$ cat src/rtl/scl_div_pkg.sv
package scl_div_pkg;
    parameter int SD_HP_W = 8;   // half-period count width
    parameter int SD_MD_W = 4;   // multiplier width
    parameter int SD_ND_W = 3;   // power-of-two exponent width

    typedef struct packed {
        logic [SD_HP_W-1:0] hp;
        logic [SD_MD_W-1:0] md;
        logic [SD_ND_W-1:0] nd;
    } sd_cfg_t;
endpackage

$ cat src/rtl/scl_div_cfg.sv
module scl_div_cfg
    import scl_div_pkg::*;
#(
    parameter int                 HP_MIN = 5,
    parameter logic [SD_HP_W-1:0] RST_HP = 8'h18,
    parameter logic [SD_MD_W-1:0] RST_MD = 4'd2,
    parameter logic [SD_ND_W-1:0] RST_ND = 3'd0
) (
    input  logic                       clk,
    input  logic                       rst_n,
    input  logic                       hp_wr,
    input  logic [SD_HP_W-1:0]         hp_wdata,
    input  logic                       cc_wr,
    input  logic [SD_MD_W+SD_ND_W-1:0] cc_wdata,
    input  logic                       apply,
    output sd_cfg_t                    act_cfg
);
    localparam logic [SD_HP_W-1:0] HP_FLOOR = SD_HP_W'(HP_MIN);

    typedef struct packed {
        sd_cfg_t sh;    // written values, waiting for a period boundary
        sd_cfg_t act;   // values driving the counters
    } cfg_state_t;

    cfg_state_t st_d, st_q;

    always_comb begin
        st_d = st_q;
        if (hp_wr) begin
            st_d.sh.hp = (hp_wdata < HP_FLOOR) ? HP_FLOOR : hp_wdata;
        end
        if (cc_wr) begin
            st_d.sh.md = cc_wdata[SD_ND_W +: SD_MD_W];
            st_d.sh.nd = cc_wdata[SD_ND_W-1:0];
        end
        if (apply) begin
            st_d.act = st_q.sh;
        end
    end

    always_ff @(posedge clk or negedge rst_n) begin
        if (!rst_n) begin
            st_q.sh  <= '{hp: RST_HP, md: RST_MD, nd: RST_ND};
            st_q.act <= '{hp: RST_HP, md: RST_MD, nd: RST_ND};
        end else begin
            st_q <= st_d;
        end
    end

    assign act_cfg = st_q.act;
endmodule

$ cat src/rtl/scl_div_stage.sv
module scl_div_stage #(
    parameter int W = 8
) (
    input  logic         clk,
    input  logic         rst_n,
    input  logic         step,
    input  logic [W-1:0] limit,
    output logic [W-1:0] count,
    output logic         wrap
);
    typedef struct packed {
        logic [W-1:0] cnt;
    } stage_t;

    stage_t st_d, st_q;

    always_comb begin
        st_d = st_q;
        if (step) begin
            st_d.cnt = (st_q.cnt >= limit) ? '0 : st_q.cnt + 1'b1;
        end
    end

    always_ff @(posedge clk or negedge rst_n) begin
        if (!rst_n) begin
            st_q <= '0;
        end else begin
            st_q <= st_d;
        end
    end

    assign count = st_q.cnt;
    assign wrap  = step && (st_q.cnt >= limit);
endmodule

$ cat src/rtl/scl_rate_div.sv
module scl_rate_div
    import scl_div_pkg::*;
#(
    parameter int                 HP_MIN  = 5,
    parameter int                 FIX_DIV = 10,   // must be even
    parameter logic [SD_HP_W-1:0] RST_HP  = 8'h18,
    parameter logic [SD_MD_W-1:0] RST_MD  = 4'd2,
    parameter logic [SD_ND_W-1:0] RST_ND  = 3'd0
) (
    input  logic                       clk,
    input  logic                       rst_n,
    input  logic                       hp_wr,
    input  logic [SD_HP_W-1:0]         hp_wdata,
    input  logic                       cc_wr,
    input  logic [SD_MD_W+SD_ND_W-1:0] cc_wdata,
    output logic                       scl_level,
    output logic                       period_tick
);
    localparam int NDS_W = 1 << SD_ND_W;         // wide enough for 2^(nd+1)-1
    localparam int FIX_W = $clog2(FIX_DIV);
    localparam logic [FIX_W-1:0] FIX_LIM  = FIX_W'(FIX_DIV - 1);
    localparam logic [FIX_W-1:0] FIX_HALF = FIX_W'(FIX_DIV / 2);

    sd_cfg_t            act_cfg;
    logic [SD_ND_W:0]   nd_p1;
    logic [NDS_W-1:0]   pow_lim;
    logic               hp_wrap, pow_wrap, md_wrap, fix_wrap;
    logic [SD_HP_W-1:0] hp_cnt;
    logic [NDS_W-1:0]   pow_cnt;
    logic [SD_MD_W-1:0] md_cnt;
    logic [FIX_W-1:0]   fix_cnt;

    scl_div_cfg #(
        .HP_MIN (HP_MIN),
        .RST_HP (RST_HP),
        .RST_MD (RST_MD),
        .RST_ND (RST_ND)
    ) cfg_i (
        .clk      (clk),
        .rst_n    (rst_n),
        .hp_wr    (hp_wr),
        .hp_wdata (hp_wdata),
        .cc_wr    (cc_wr),
        .cc_wdata (cc_wdata),
        .apply    (fix_wrap),
        .act_cfg  (act_cfg)
    );

    // Stage 2 counts 2 * 2^nd half-period pulses: limit is 2^(nd+1) - 1.
    // At nd = max the shift wraps to zero and the subtraction yields all ones.
    always_comb begin
        nd_p1   = {1'b0, act_cfg.nd} + 1'b1;
        pow_lim = (NDS_W'(1) << nd_p1) - NDS_W'(1);
    end

    scl_div_stage #(.W(SD_HP_W)) hp_stage_i (
        .clk (clk), .rst_n (rst_n), .step (1'b1),
        .limit (act_cfg.hp), .count (hp_cnt), .wrap (hp_wrap)
    );

    scl_div_stage #(.W(NDS_W)) pow_stage_i (
        .clk (clk), .rst_n (rst_n), .step (hp_wrap),
        .limit (pow_lim), .count (pow_cnt), .wrap (pow_wrap)
    );

    scl_div_stage #(.W(SD_MD_W)) md_stage_i (
        .clk (clk), .rst_n (rst_n), .step (pow_wrap),
        .limit (act_cfg.md), .count (md_cnt), .wrap (md_wrap)
    );

    scl_div_stage #(.W(FIX_W)) fix_stage_i (
        .clk (clk), .rst_n (rst_n), .step (md_wrap),
        .limit (FIX_LIM), .count (fix_cnt), .wrap (fix_wrap)
    );

    // Low for the first half of the fixed stage, high for the second half.
    assign scl_level   = (fix_cnt >= FIX_HALF);
    assign period_tick = fix_wrap;
endmodule

$ cat config.mk
export PLATFORM = sky130hd
export DESIGN_NAME = scl_rate_div
export DESIGN_NICKNAME = d
export VERILOG_FILES = /design/src/rtl/scl_div_pkg.sv /design/src/rtl/scl_div_cfg.sv /design/src/rtl/scl_div_stage.sv /design/src/rtl/scl_rate_div.sv
export SDC_FILE = /design/constraint.sdc
export NUM_CORES = 1
export LEC_CHECK = 0
export BUFFER_PORTS_ARGS = -buffer_cell sky130_fd_sc_hd__buf_2
export CAP_MARGIN = 20
export CELL_PAD_IN_SITES_DETAIL_PLACEMENT = 1
export CELL_PAD_IN_SITES_GLOBAL_PLACEMENT = 2
export CORE_ASPECT_RATIO = 0.8
export CORE_MARGIN = 8
export CORE_UTILIZATION = 43
export CTS_CLUSTER_DIAMETER = 200
export DETAILED_ROUTE_END_ITERATION = 7
export GPL_TIMING_DRIVEN = 0
export PLACE_DENSITY = 0.83
export RECOVER_POWER = 100
export REMOVE_ABC_BUFFERS = 1
export SKIP_LAST_GASP = 1
export SYNTH_ARGS = -nofsm -noshare
export SYNTH_HDL_FRONTEND = slang
export SYNTH_SLANG_ARGS = --single-unit
$ cat constraint.sdc
create_clock -name clk -period 9.7 [get_ports clk]
set_clock_uncertainty 0.15 [all_clocks]
set_input_delay 1.455 -clock clk [delete_from_list [all_inputs] [get_ports clk]]
set_output_delay 1.455 -clock clk [all_outputs]
set_load 0.1 [all_outputs]
==> results by group, run 1 <==
Drt
  • DRT Pass-1 Iters: 4
  • Via-to-Cell Ratio: 5.296
  • Vias: 2,039
  • DRC violations left: 0
  • Post-Route WL: 5.858 mm
  • Number of routed nets with antenna violations: 0
  • Routed WL per cell: 15.22 um
  • DR iter-0 viols: 41

Synth
  • Post-Synthesis Cells: 278
  • Number of enable-type register cells in the synthesized netlist: 0
  • Share of synthesized flip-flops with an asynchronous set or reset: 100.0%
  • Synth Flop Type: dfrtp_1
  • Synthesized area divided by synthesized cell count: 10.83 sq um
  • Synthesized cell area: 3010 sq um
  • Count of cell types in the netlist: 47
  • Flip-flop and latch count after synthesis: 54
  • Synth top area share: 39.90%
  • Largest area contributor in the synthesized netlist: dfrtp_1
  • Top cells by area, synth: dfrtp_1 (40%), ha_1 (11%), mux2_2 (7.9%), dfstp_2 (5.2%), mux2_4 (4.0%)
  • Share of synthesized area occupied by flip-flops and latches: 45.14%
  • Ys Warns: 0
  • Synth top cells by count: dfrtp_1 (48), ha_1 (27), nor2_1 (25)
  • Top-count cell post-synth: dfrtp_1

STA
  • Total setup violations reported at the end of the flow: 0
  • Setup tns final: 0 ns
  • Transition at the pin with the smallest max-transition slack: 1.822 ns
  • Setup repair after global routing missed its margin: no
  • Slew margin rel.: -22.77%
  • Final-report max-slew violation count: 47
  • Number of hold violations in the final report: 0
  • Setup ws final: 2.560 ns
  • Highest attainable clock frequency: 140.0 MHz
  • Period minus WS final: 7.140 ns
  • Fin crit share: 73.61%

GRT
  • All-layer global routing usage: 13.09%
  • Via count of the first global-routing pass: 2,241
  • Residual overflow from global routing: 0
  • Initial antenna violation count: 0
  • Largest net degree at the start of global routing: 30
  • Global-route wire length before repair: 10.70 mm

Power and ir drop
  • Leak pwr: 1.515 nW
  • Sequential share of power: 35.9%
  • Clock network power share: 14.0%
  • Internal cell power: 0.0004952 W
  • Net Sw Frac: 44.88%
  • Final total power: 0.0008984 W
  • VDD IR-drop max: 0.1079 mV
  • Power density of the placed cells: 280.6 nW/um^2
  • Sw power: 0.0004032 W
  • Portion of total power attributed to combinational logic: 50.1%

Worst setup path
  • Crit path max fanout: 16
  • Largest delay contributor family on the critical path: compound AO/OA/AOI/OAI gates
  • Crit-path slowest cell: o21ai_0
  • Worst R2R Path Depth: 12
  • Setup slack, reg-to-reg: 4.35 ns
  • CP startpoint kind: register
  • List of cells traversed by the critical path: or3_1 -> ha_1 -> nor2_1 -> a21oi_1 -> nor2_1 -> a31oi_1 -> ha_1 -> nand4_1 -> o21ai_0 -> nand4_1 -> clkinvlp_2 -> buf_2
  • Buffers & Inverters on Critical Path: 2
  • Worst stage delay on the critical path: 1.38 ns
  • Required time reported for the critical path endpoint: 8.10 ns
  • Worst R2R Start: cfg_i.act_cfg[0]$_DFFE_PN0P_
  • Arrival time of data at the critical path endpoint: 5.54 ns
  • RR Endpoint: cfg_i.act_cfg[9]$_DFFE_PN0P_
  • Critical path start-end classification: register to primary output
  • Worst setup EP type: primary output

Layout
  • Antenna cells: 0
  • Multi-input gate area in the final layout: 1453 sq um
  • Flip-flop and latch area: 1359 sq um
  • Synthesis-to-layout area growth: 6.359%
  • Total number of nets in the final design: 343
  • Fraction of layout instances using a drive strength above 1: 18.12%
  • Number of inserted filler cells in the final layout: 796
  • Layout Utilization: 46.92%

Run status
  • Violations in the final reports: capacitance limit, slew limit
  • Outcome: finished with violations

Placement
  • RePlAce Congestion: 0.6775
  • Port Buffer Count: 20
  • Hpwl dp: 4.446 mm
  • Pre-CTS setup slack: 4.380 ns

Floorplanning
  • Width of the chip: 109.5 um
  • Placement row count: 27
  • Number of top-level pins: 21
  • Die area: 9951 sq um
  • Die Y-Extent: 90.84 um
  • Core ar.: 6824 sq um
  • Effective utilization at floorplan: 44.11%

Clock tree
  • TritonCTS clock tree: built
  • Clock buffer count from CTS: 5
  • Deepest clock path buffer count: 2
  • Root Buffer: clkbuf_8
  • Number of resized instances in the post-cts repair step: 0
  • Clk_lat worst skew: 0.31 ns
  • Clock Sink Count: 54
  • Clk pin slew, worst setup/hold paths: 0.11 ns
  • Hold buffer count at cts: 0
  • Count of buffers added by post-CTS timing repair for setup: 0
  • Deepest level of the CTS H-tree: 2

Hold path
  • Class of the most critical hold timing path: register to register
  • Hold Path End: cfg_i.act_cfg[6]$_DFFE_PN0P_
  • Hold Startpoint: cfg_i.st_q[21]$_DFFE_PN0P_
  • Cell depth of the worst min-delay path: 1

Run
  • Max-cap check violation count: 2
-- metal layers --
layer	part of all wire, %	routed length, um	GRT usage (%)
met4	0.65	38	2.469
met5	0	0	0
met3	2.1	121	2.853
met1	52	3018	18.70
met2	46	2680	19.71
-- sequential cells by signal (all words and copies together) (netlist names) --
signal,count
cfg_i.act_cfg,15
cfg_i.st_q,15
hp_stage_i.count,8
pow_stage_i.count,8
fix_stage_i.count,4
md_stage_i.count,4
-- power groups by stage --
stage	clock (W)	sequential (W)	combinational (W)
after floorplan	0	0.000313	0.000381
after global placement	0	0.000327	0.000471
after detailed placement	0	0.000329	0.000492
after CTS	0.000132	0.000324	0.000492
after global routing	0.000139	0.000333	0.000518
final	0.000126	0.000322	0.000450
-- area by class of cell --
| class | count | share of cell area, % |
|---|---|---|
| well taps | 87 | 3.400 |
| inverters | 25 | 2.970 |
| repair buffers | 21 | 3.087 |
| clock buffers | 6 | 2.267 |
| multi-input cells | 190 | 45.37 |
| clock inverters | 2 | 0.4689 |
| flip-flops and latches | 54 | 42.44 |
-- through the flow --
stage | cell area [sq um] | std cells | hold WS [ns]
detailed placement | 3186 | 377 | 0.3459
global placement | 3166 | 376 | 0.3299
floorplan | 2957 | 269 | 0.3198
CTS | 3273 | 385 | 0.3602
global route | 3202 | 385 | 0.3869
finish | 3202 | 385 | 0.3469
-- cells by family (layout without fill, tap and decap cells) --
kind of cell,count (synthesis),in the layout,share of synthesized area (%)
compound gates,52,52,11.68
xor+xnor,7,7,2.037
fa+ha+maj,27,27,11.22
buf+inv,35,54,5.112
flops,54,54,45.14
mux,31,31,12.51
other cells,1,2,0.1246
simple gates,71,71,12.18
-- cells in the final DEF (no fill, tap or decap), types with 6 or more instances in the layout --
| cell type | count |
|---|---|
| and3_1 | 7 |
| o21ai_0 | 7 |
| inv_1 | 24 |
| buf_2 | 16 |
| mux2_1 | 8 |
| mux2_2 | 21 |
| dfrtp_1 | 48 |
| ha_1 | 27 |
| xor2_1 | 6 |
| nand3_1 | 11 |
| nor2_1 | 25 |
| nand2_1 | 7 |
| a21oi_1 | 14 |
| clkbuf_1 | 6 |
| dfstp_2 | 6 |
| o2bb2ai_1 | 6 |
-- worst max-delay path by stage --
| stage | from | end | cells past startpoint |
|---|---|---|---|
| finish | cfg_i.act_cfg[0]$_DFFE_PN0P_ | period_tick | 12 |
| global route | cfg_i.act_cfg[0]$_DFFE_PN0P_ | period_tick | 12 |
| global placement | cfg_i.act_cfg[0]$_DFFE_PN0P_ | period_tick | 12 |
| detailed placement | cfg_i.act_cfg[0]$_DFFE_PN0P_ | period_tick | 12 |
| CTS | cfg_i.act_cfg[0]$_DFFE_PN0P_ | period_tick | 12 |
| floorplan | cfg_i.act_cfg[0]$_DFFE_PN0P_ | period_tick | 11 |
(Power assumes the default switching activity.)
==> inputs of run 2 (changes only) <==
Settings changed: ABC_AREA set to 1, CORE_UTILIZATION 43 to 37, PLACE_DENSITY 0.83 to 0.79.
Clock period 9.7 ns to 7.28 ns, I/O delays scaled along.
==> run 2 against run 1 <==
  * The run still ends with capacitance limit, slew limit left
  * Final cell count increased by 32%
  * Combinational power decreased by 41%
  * Clock power rose by 47%
  * Flip-flop and latch count did not move
  * Register-to-register slack worse by 1.2 ns
  * First-iteration DRC count up 56%
  * Highest routed layer unchanged
==> results by group, run 2 <==
Worst setup path
  • Required time reported for the critical path endpoint: 6.04 ns
  • Largest delay contributor family on the critical path: buffers and inverters
  • Arrival time of data at the critical path endpoint: 3.62 ns
  • List of cells traversed by the critical path: nor2_1 -> nand2_1 -> ha_1 -> o21ai_0 -> o21ai_0 -> inv_1 -> ha_1 -> nand2_1 -> nor2_1 -> nand2_1 -> nand2_1 -> nand4_4 -> inv_1 -> clkbuf_1
  • Cell seen most often among critical-path stages: nand2_1
  • Buffers & Inverters on Critical Path: 3
  • Worst setup EP type: primary output
  • CP startpoint kind: register
  • Worst stage delay on the critical path: 0.87 ns
  • Crit-path slowest cell: clkbuf_1
  • Critical path start-end classification: register to primary output
  • Crit path max fanout: 16

Placement
  • Port Buffer Count: 20
  • RePlAce Congestion: 0.7188
  • Hpwl dp: 5.050 mm

STA
  • Setup tns final: 0 ns
  • Setup repair after global routing missed its margin: no
  • Fin crit share: 66.81%
  • Worst hold slack: 0.3265 ns
  • Total setup violations reported at the end of the flow: 0
  • Number of hold violations in the final report: 0
  • Transition at the pin with the smallest max-transition slack: 2.093 ns
  • Period minus WS final: 4.864 ns
  • Slew margin rel.: -39.50%
  • Final-report max-slew violation count: 63
  • Highest attainable clock frequency: 205.6 MHz

Power and ir drop
  • VDD IR-drop max: 0.08978 mV
  • Net Sw Frac: 38.32%
  • Leak pwr: 1.746 nW
  • Internal cell power: 0.0005178 W
  • Sequential share of power: 46.3%
  • Power density of the placed cells: 249.2 nW/um^2
  • Final total power: 0.0008395 W
  • Portion of total power attributed to combinational logic: 31.6%
  • Sw power: 0.0003217 W
  • Clock network power share: 22.1%

Synth
  • Synthesized cell area: 3133 sq um
  • Top-count cell post-synth: nand2_1
  • Xor/xnor share of the synthesized area: 1.677%
  • Post-Synthesis Cells: 376
  • Synth top area share: 38.34%
  • Top cells by area, synth: dfrtp_1 (38%), nand2_1 (12%), ha_1 (11%), inv_1 (5.8%), dfstp_2 (5.0%)
  • Count of cell types in the netlist: 34
  • Ys Warns: 0
  • Largest area contributor in the synthesized netlist: dfrtp_1
  • Mux share of post-synthesis cell area: 2.516%
  • Combinational family with the most area after synthesis: simple AND/OR/NAND/NOR gates
  • Adder-cell area share of the yosys netlist: 10.78%
  • Synth top cells by count: nand2_1 (101), dfrtp_1 (48), inv_1 (48)
  • Synthesized area divided by synthesized cell count: 8.332 sq um
  • Flip-flop and latch count after synthesis: 54
  • Simple-gate portion of the synthesized area: 27.08%
  • Synth Flop Type: dfrtp_1
  • Share of synthesized area occupied by flip-flops and latches: 43.37%
  • Share of synthesized flip-flops with an asynchronous set or reset: 100.0%
  • Compound-cell area share of the yosys netlist: 6.550%
  • Number of enable-type register cells in the synthesized netlist: 0

Floorplanning
  • Width of the chip: 118.9 um
  • Core ar.: 8371 sq um
  • Placement row count: 30
  • Die Y-Extent: 98.31 um
  • Die area: 11,690 sq um
  • Number of top-level pins: 21
  • Effective utilization at floorplan: 37.43%

GRT
  • All-layer global routing usage: 12.02%
  • Global-route wire length before repair: 11.87 mm
  • Via count of the first global-routing pass: 2,564
  • Residual overflow from global routing: 0
  • Initial antenna violation count: 0
  • Largest net degree at the start of global routing: 39

Run status
  • Outcome: finished with violations
  • Violations in the final reports: capacitance limit, slew limit

Drt
  • DRT Pass-1 Iters: 4
  • Number of routed nets with antenna violations: 0
  • Post-Route WL: 6.607 mm
  • DRC violations left: 0
  • Vias: 2,406
  • DR iter-0 viols: 64
  • Via-to-Cell Ratio: 4.718
  • Routed WL per cell: 12.95 um

Hold path
  • Class of the most critical hold timing path: register to register

Layout
  • Antenna cells: 0
  • Fraction of layout instances using a drive strength above 1: 12.06%
  • Number of inserted filler cells in the final layout: 1,021
  • Synthesis-to-layout area growth: 7.548%
  • Most frequent cells in the layout: nand2_1 (104), inv_1 (48), dfrtp_1 (48)
  • Total number of nets in the final design: 443
  • Most common library cell in the layout ignoring fill and taps: nand2_1
  • Layout Utilization: 40.25%

Clock tree
  • Clock Sink Count: 54
  • Clock buffer count from CTS: 5
  • TritonCTS clock tree: built
  • Root Buffer: clkbuf_8
  • Deepest clock path buffer count: 2
  • Clk_lat worst skew: 0.31 ns
  • Number of resized instances in the post-cts repair step: 0
  • Deepest level of the CTS H-tree: 2
  • Count of buffers added by post-CTS timing repair for setup: 0
  • Clk pin slew, worst setup/hold paths: 0.11 ns
  • Hold buffer count at cts: 0

Run
  • Max-cap check violation count: 2
## run 2: changes by cell type after synthesis, moves of 5 or more
| cell | before | now |
|---|---|---|
| mux2_2 | 21 | 7 |
| nand3_2 | 0 | 5 |
| o2bb2ai_1 | 6 | 0 |
| nand3_1 | 11 | 24 |
| and3_1 | 7 | 0 |
| nand2_1 | 7 | 101 |
| nor2_1 | 25 | 37 |
| o21ai_0 | 5 | 17 |
| nand2b_1 | 5 | 0 |
| inv_1 | 24 | 48 |
| mux2_4 | 8 | 0 |
## run 2: routing by layer
metal  vias to the layer above  GRT usage (%)  part of all wire, %
met1                      1152          16.61                   53
met2                        12          19.08                   45
met4                         0          1.843                 0.53
met5                         -              0                    0
met3                         4          2.595                  2.1
li1                       1238              -                    -
## run 2: cells by family after synthesis
kind of cell               after synthesis
AOI/OAI and AO/OA                       38
xor gates and xnor gates                 6
muxes                                    7
adders and majority gates               27
other                                    1
DFF                                     54
buffers and inverters                   60
and+or+nand+nor                        183
## run 2: through the flow
step	instances	worst slack (ns)	cell area [sq um]
after floorplan	368	3.213	3080
after global placement	500	3.266	3321
after detailed placement	502	3.251	3352
after CTS	510	2.875	3452
after global routing	510	1.996	3369
final	510	2.416	3369
## run 2: final cells by class
class	instances	area, sq um	share of cell area, %
inverters	51	191.4	5.681
multi-input cells	263	1470	43.63
repair buffers	22	108.9	3.231
clock buffers	6	82.58	2.451
flip-flops and latches	54	1359	40.33
clock inverters	2	17.52	0.5199
well taps	112	140.1	4.159
## run 2: path summary, 6_finish.rpt
kind / from / slack (ns) / cells past startpoint / endpoint
max in group asynchronous: rst_n / 3.77 / 2 / pow_stage_i.count[2]$_DFFE_PN0N_
worst min register to register: cfg_i.act_cfg[11]$_DFFE_PN1P_ / 0.33 / 2 / cfg_i.act_cfg[11]$_DFFE_PN1P_
min in group asynchronous: rst_n / 0.75 / 1 / cfg_i.act_cfg[7]$_DFFE_PN0P_
worst min-delay path: cfg_i.act_cfg[11]$_DFFE_PN1P_ / 0.33 / 2 / cfg_i.act_cfg[11]$_DFFE_PN1P_
worst max register to register: cfg_i.act_cfg[0]$_DFFE_PN0P_ / 3.10 / 15 / cfg_i.act_cfg[12]$_DFFE_PN0P_
worst max-delay path: cfg_i.act_cfg[0]$_DFFE_PN0P_ / 2.42 / 14 / period_tick
## run 2: tightest hold or removal path, stage by stage, from the launching register on
cell	delay [ns]
dfstp_2	0.38
nand2_1	0.06
nand2_1	0.05
## run 2: power groups by stage
stage	clock (W)	sequential (W)	combinational, W
global route	0.000203	0.000398	0.000318
CTS	0.000194	0.000390	0.000301
finish	0.000185	0.000389	0.000265
global placement	0	0.000394	0.000286
detailed placement	0	0.000396	0.000299
floorplan	0	0.000383	0.000226
==> inputs of run 3 (changes only) <==
Settings changed: ABC_AREA 1 to 0, CORE_UTILIZATION 37 to 40, PLACE_DENSITY 0.79 to 0.78.
Clock period 7.28 ns to 5.1 ns, I/O delays scaled along.
==> run 3 against run 2 <==
  * Highest routed layer unchanged
  * Clock power rose by 38%
  * The flow still finishes with violations (capacitance limit, slew limit)
  * Critical path type unchanged
  * Sequential power grew 58%
  * Final cell count fell by 24%
==> results by group, run 3 (synthesis results as in run 1) <==
STA
  • Setup tns final: 0 ns
  • Total setup violations reported at the end of the flow: 0
  • Setup repair after global routing missed its margin: no
  • Final-report max-slew violation count: 39
  • Number of hold violations in the final report: 0
  • Fin crit share: 92.08%
  • Highest attainable clock frequency: 213.0 MHz
  • Slew margin rel.: -41.57%
  • Period minus WS final: 4.696 ns
  • Transition at the pin with the smallest max-transition slack: 2.124 ns

Layout
  • Synthesis-to-layout area growth: 7.648%
  • Most common library cell in the layout ignoring fill and taps: dfrtp_1
  • Antenna cells: 0
  • Fraction of layout instances using a drive strength above 1: 18.79%
  • Total number of nets in the final design: 343
  • Number of inserted filler cells in the final layout: 837
  • Final std cells w/o fill: 388
  • Most frequent cells in the layout: dfrtp_1 (48), ha_1 (27), nor2_1 (25)

Power and ir drop
  • Clock network power share: 14.3%
  • Portion of total power attributed to combinational logic: 51.5%
  • Sw power: 0.0008146 W
  • Power density of the placed cells: 553.6 nW/um^2
  • Net Sw Frac: 45.40%
  • Internal cell power: 0.0009796 W
  • Leak pwr: 1.543 nW
  • VDD IR-drop max: 0.3780 mV
  • Sequential share of power: 34.3%

Clock tree
  • Clk_lat worst skew: 0.31 ns
  • Hold buffer count at cts: 0
  • Clock buffer count from CTS: 5
  • Deepest clock path buffer count: 2
  • Clk pin slew, worst setup/hold paths: 0.10 ns
  • Root Buffer: clkbuf_8
  • TritonCTS clock tree: built
  • Deepest level of the CTS H-tree: 2
  • Clock Sink Count: 54
  • Count of buffers added by post-CTS timing repair for setup: 0
  • Number of resized instances in the post-cts repair step: 0

Floorplanning
  • Core ar.: 7357 sq um
  • Effective utilization at floorplan: 40.92%
  • Die area: 10,580 sq um
  • Die Y-Extent: 93.60 um
  • Placement row count: 28
  • Width of the chip: 113.0 um
  • Number of top-level pins: 21

Worst setup path
  • Source of the critical timing path: cfg_i.act_cfg[0]$_DFFE_PN0P_
  • Critical path start-end classification: register to primary output
  • Worst setup EP type: primary output
  • Worst R2R Start: cfg_i.act_cfg[0]$_DFFE_PN0P_
  • CP startpoint kind: register
  • Crit path max fanout: 16
  • Required time reported for the critical path endpoint: 4.18 ns
  • Arrival time of data at the critical path endpoint: 3.78 ns
  • Worst stage delay on the critical path: 0.50 ns
  • List of cells traversed by the critical path: or3_1 -> ha_1 -> nor2_1 -> a21oi_1 -> nor2_1 -> a31oi_1 -> ha_1 -> nand4_1 -> o21ai_4 -> nand4_4 -> inv_4 -> clkbuf_2
  • Crit-path slowest cell: clkbuf_2

GRT
  • Via count of the first global-routing pass: 2,208
  • Largest net degree at the start of global routing: 39
  • All-layer global routing usage: 12.54%
  • Global-route wire length before repair: 10.76 mm
  • Initial antenna violation count: 0
  • Residual overflow from global routing: 0

Run status
  • Outcome: finished with violations
  • Violations in the final reports: capacitance limit, slew limit

Hold path
  • Hold Startpoint: cfg_i.st_q[21]$_DFFE_PN0P_
  • Class of the most critical hold timing path: register to register

Placement
  • Port Buffer Count: 20
  • Hpwl dp: 4.494 mm
  • Number of instances in the placed design: 380
  • RePlAce Congestion: 0.7019

Drt
  • DRT Pass-1 Iters: 3
  • Routed WL per cell: 15.45 um
  • DR iter-0 viols: 29
  • Vias: 2,030
  • Post-Route WL: 5.994 mm
  • Via-to-Cell Ratio: 5.232
  • Number of routed nets with antenna violations: 0
  • DRC violations left: 0

Run
  • Max-cap check violation count: 1
## run 3: per-layer routing
metal / wire, um / track usage [%] / part of all wire, %
met1: 3011 / 16.77 / 50
met2: 2797 / 19.94 / 47
met3: 110 / 2.447 / 1.8
met4: 74 / 4.314 / 1.2
met5: 0 / 0 / 0
## run 3: final cells by class
type	instances	area (sq um)	share of cell area (%)
Timing Repair Buffer	21	98.84	3.050
Clock inverter	1	8.758	0.2703
Inverter	25	96.34	2.973
Sequential cell	54	1359	41.93
Tap cell	90	112.6	3.475
Clock buffer	7	86.33	2.664
Multi-Input combinational cell	190	1479	45.64
## run 3: worst max-delay path: cells and delay by family (launching register included)
kind,cells,cell delay [ns]
flops,1,0.49
buf+inv,2,0.77
compound gates,3,0.55
simple gates,5,1.02
fa+ha+maj,2,0.64
## run 3: power groups by stage
stage / sequential [W] / clock (W) / combinational (W)
3_5_place_dp: 0.000625 / 0 / 0.000938
6_report: 0.000615 / 0.000256 / 0.000923
2_1_floorplan: 0.000595 / 0 / 0.000724
3_3_place_gp: 0.000621 / 0 / 0.000912
5_1_grt: 0.000632 / 0.000284 / 0.00104
4_1_cts: 0.000617 / 0.000272 / 0.000946
## run 3: worst paths after layout
kind | end | slack (ns) | depth (start not counted)
hold / removal | cfg_i.act_cfg[6]$_DFFE_PN0P_ | 0.35 | 1
hold reg to reg | cfg_i.act_cfg[6]$_DFFE_PN0P_ | 0.35 | 1
setup / recovery | period_tick | 0.40 | 12
min in group asynchronous | cfg_i.st_q[20]$_DFFE_PN0P_ | 0.40 | 1
setup reg to reg | cfg_i.act_cfg[2]$_DFFE_PN0P_ | 1.50 | 12
max in group asynchronous | hp_stage_i.count[7]$_DFF_PN0_ | 1.92 | 2
## run 3: per-stage QoR
stage	setup WS, ns	hold slack (ns)	power, W	util (%)	cell area (sq um)
floorplan	1.392	0.3194	0.001319	-	2957
global placement	0.5618	0.3347	0.001533	43.08	3169
detailed placement	0.5260	0.3473	0.001563	43.35	3189
CTS	0.1560	0.2190	0.001836	44.64	3284
global route	0.1184	0.3818	0.001956	44.05	3241
finish	0.4042	0.3536	0.001794	44.05	3241
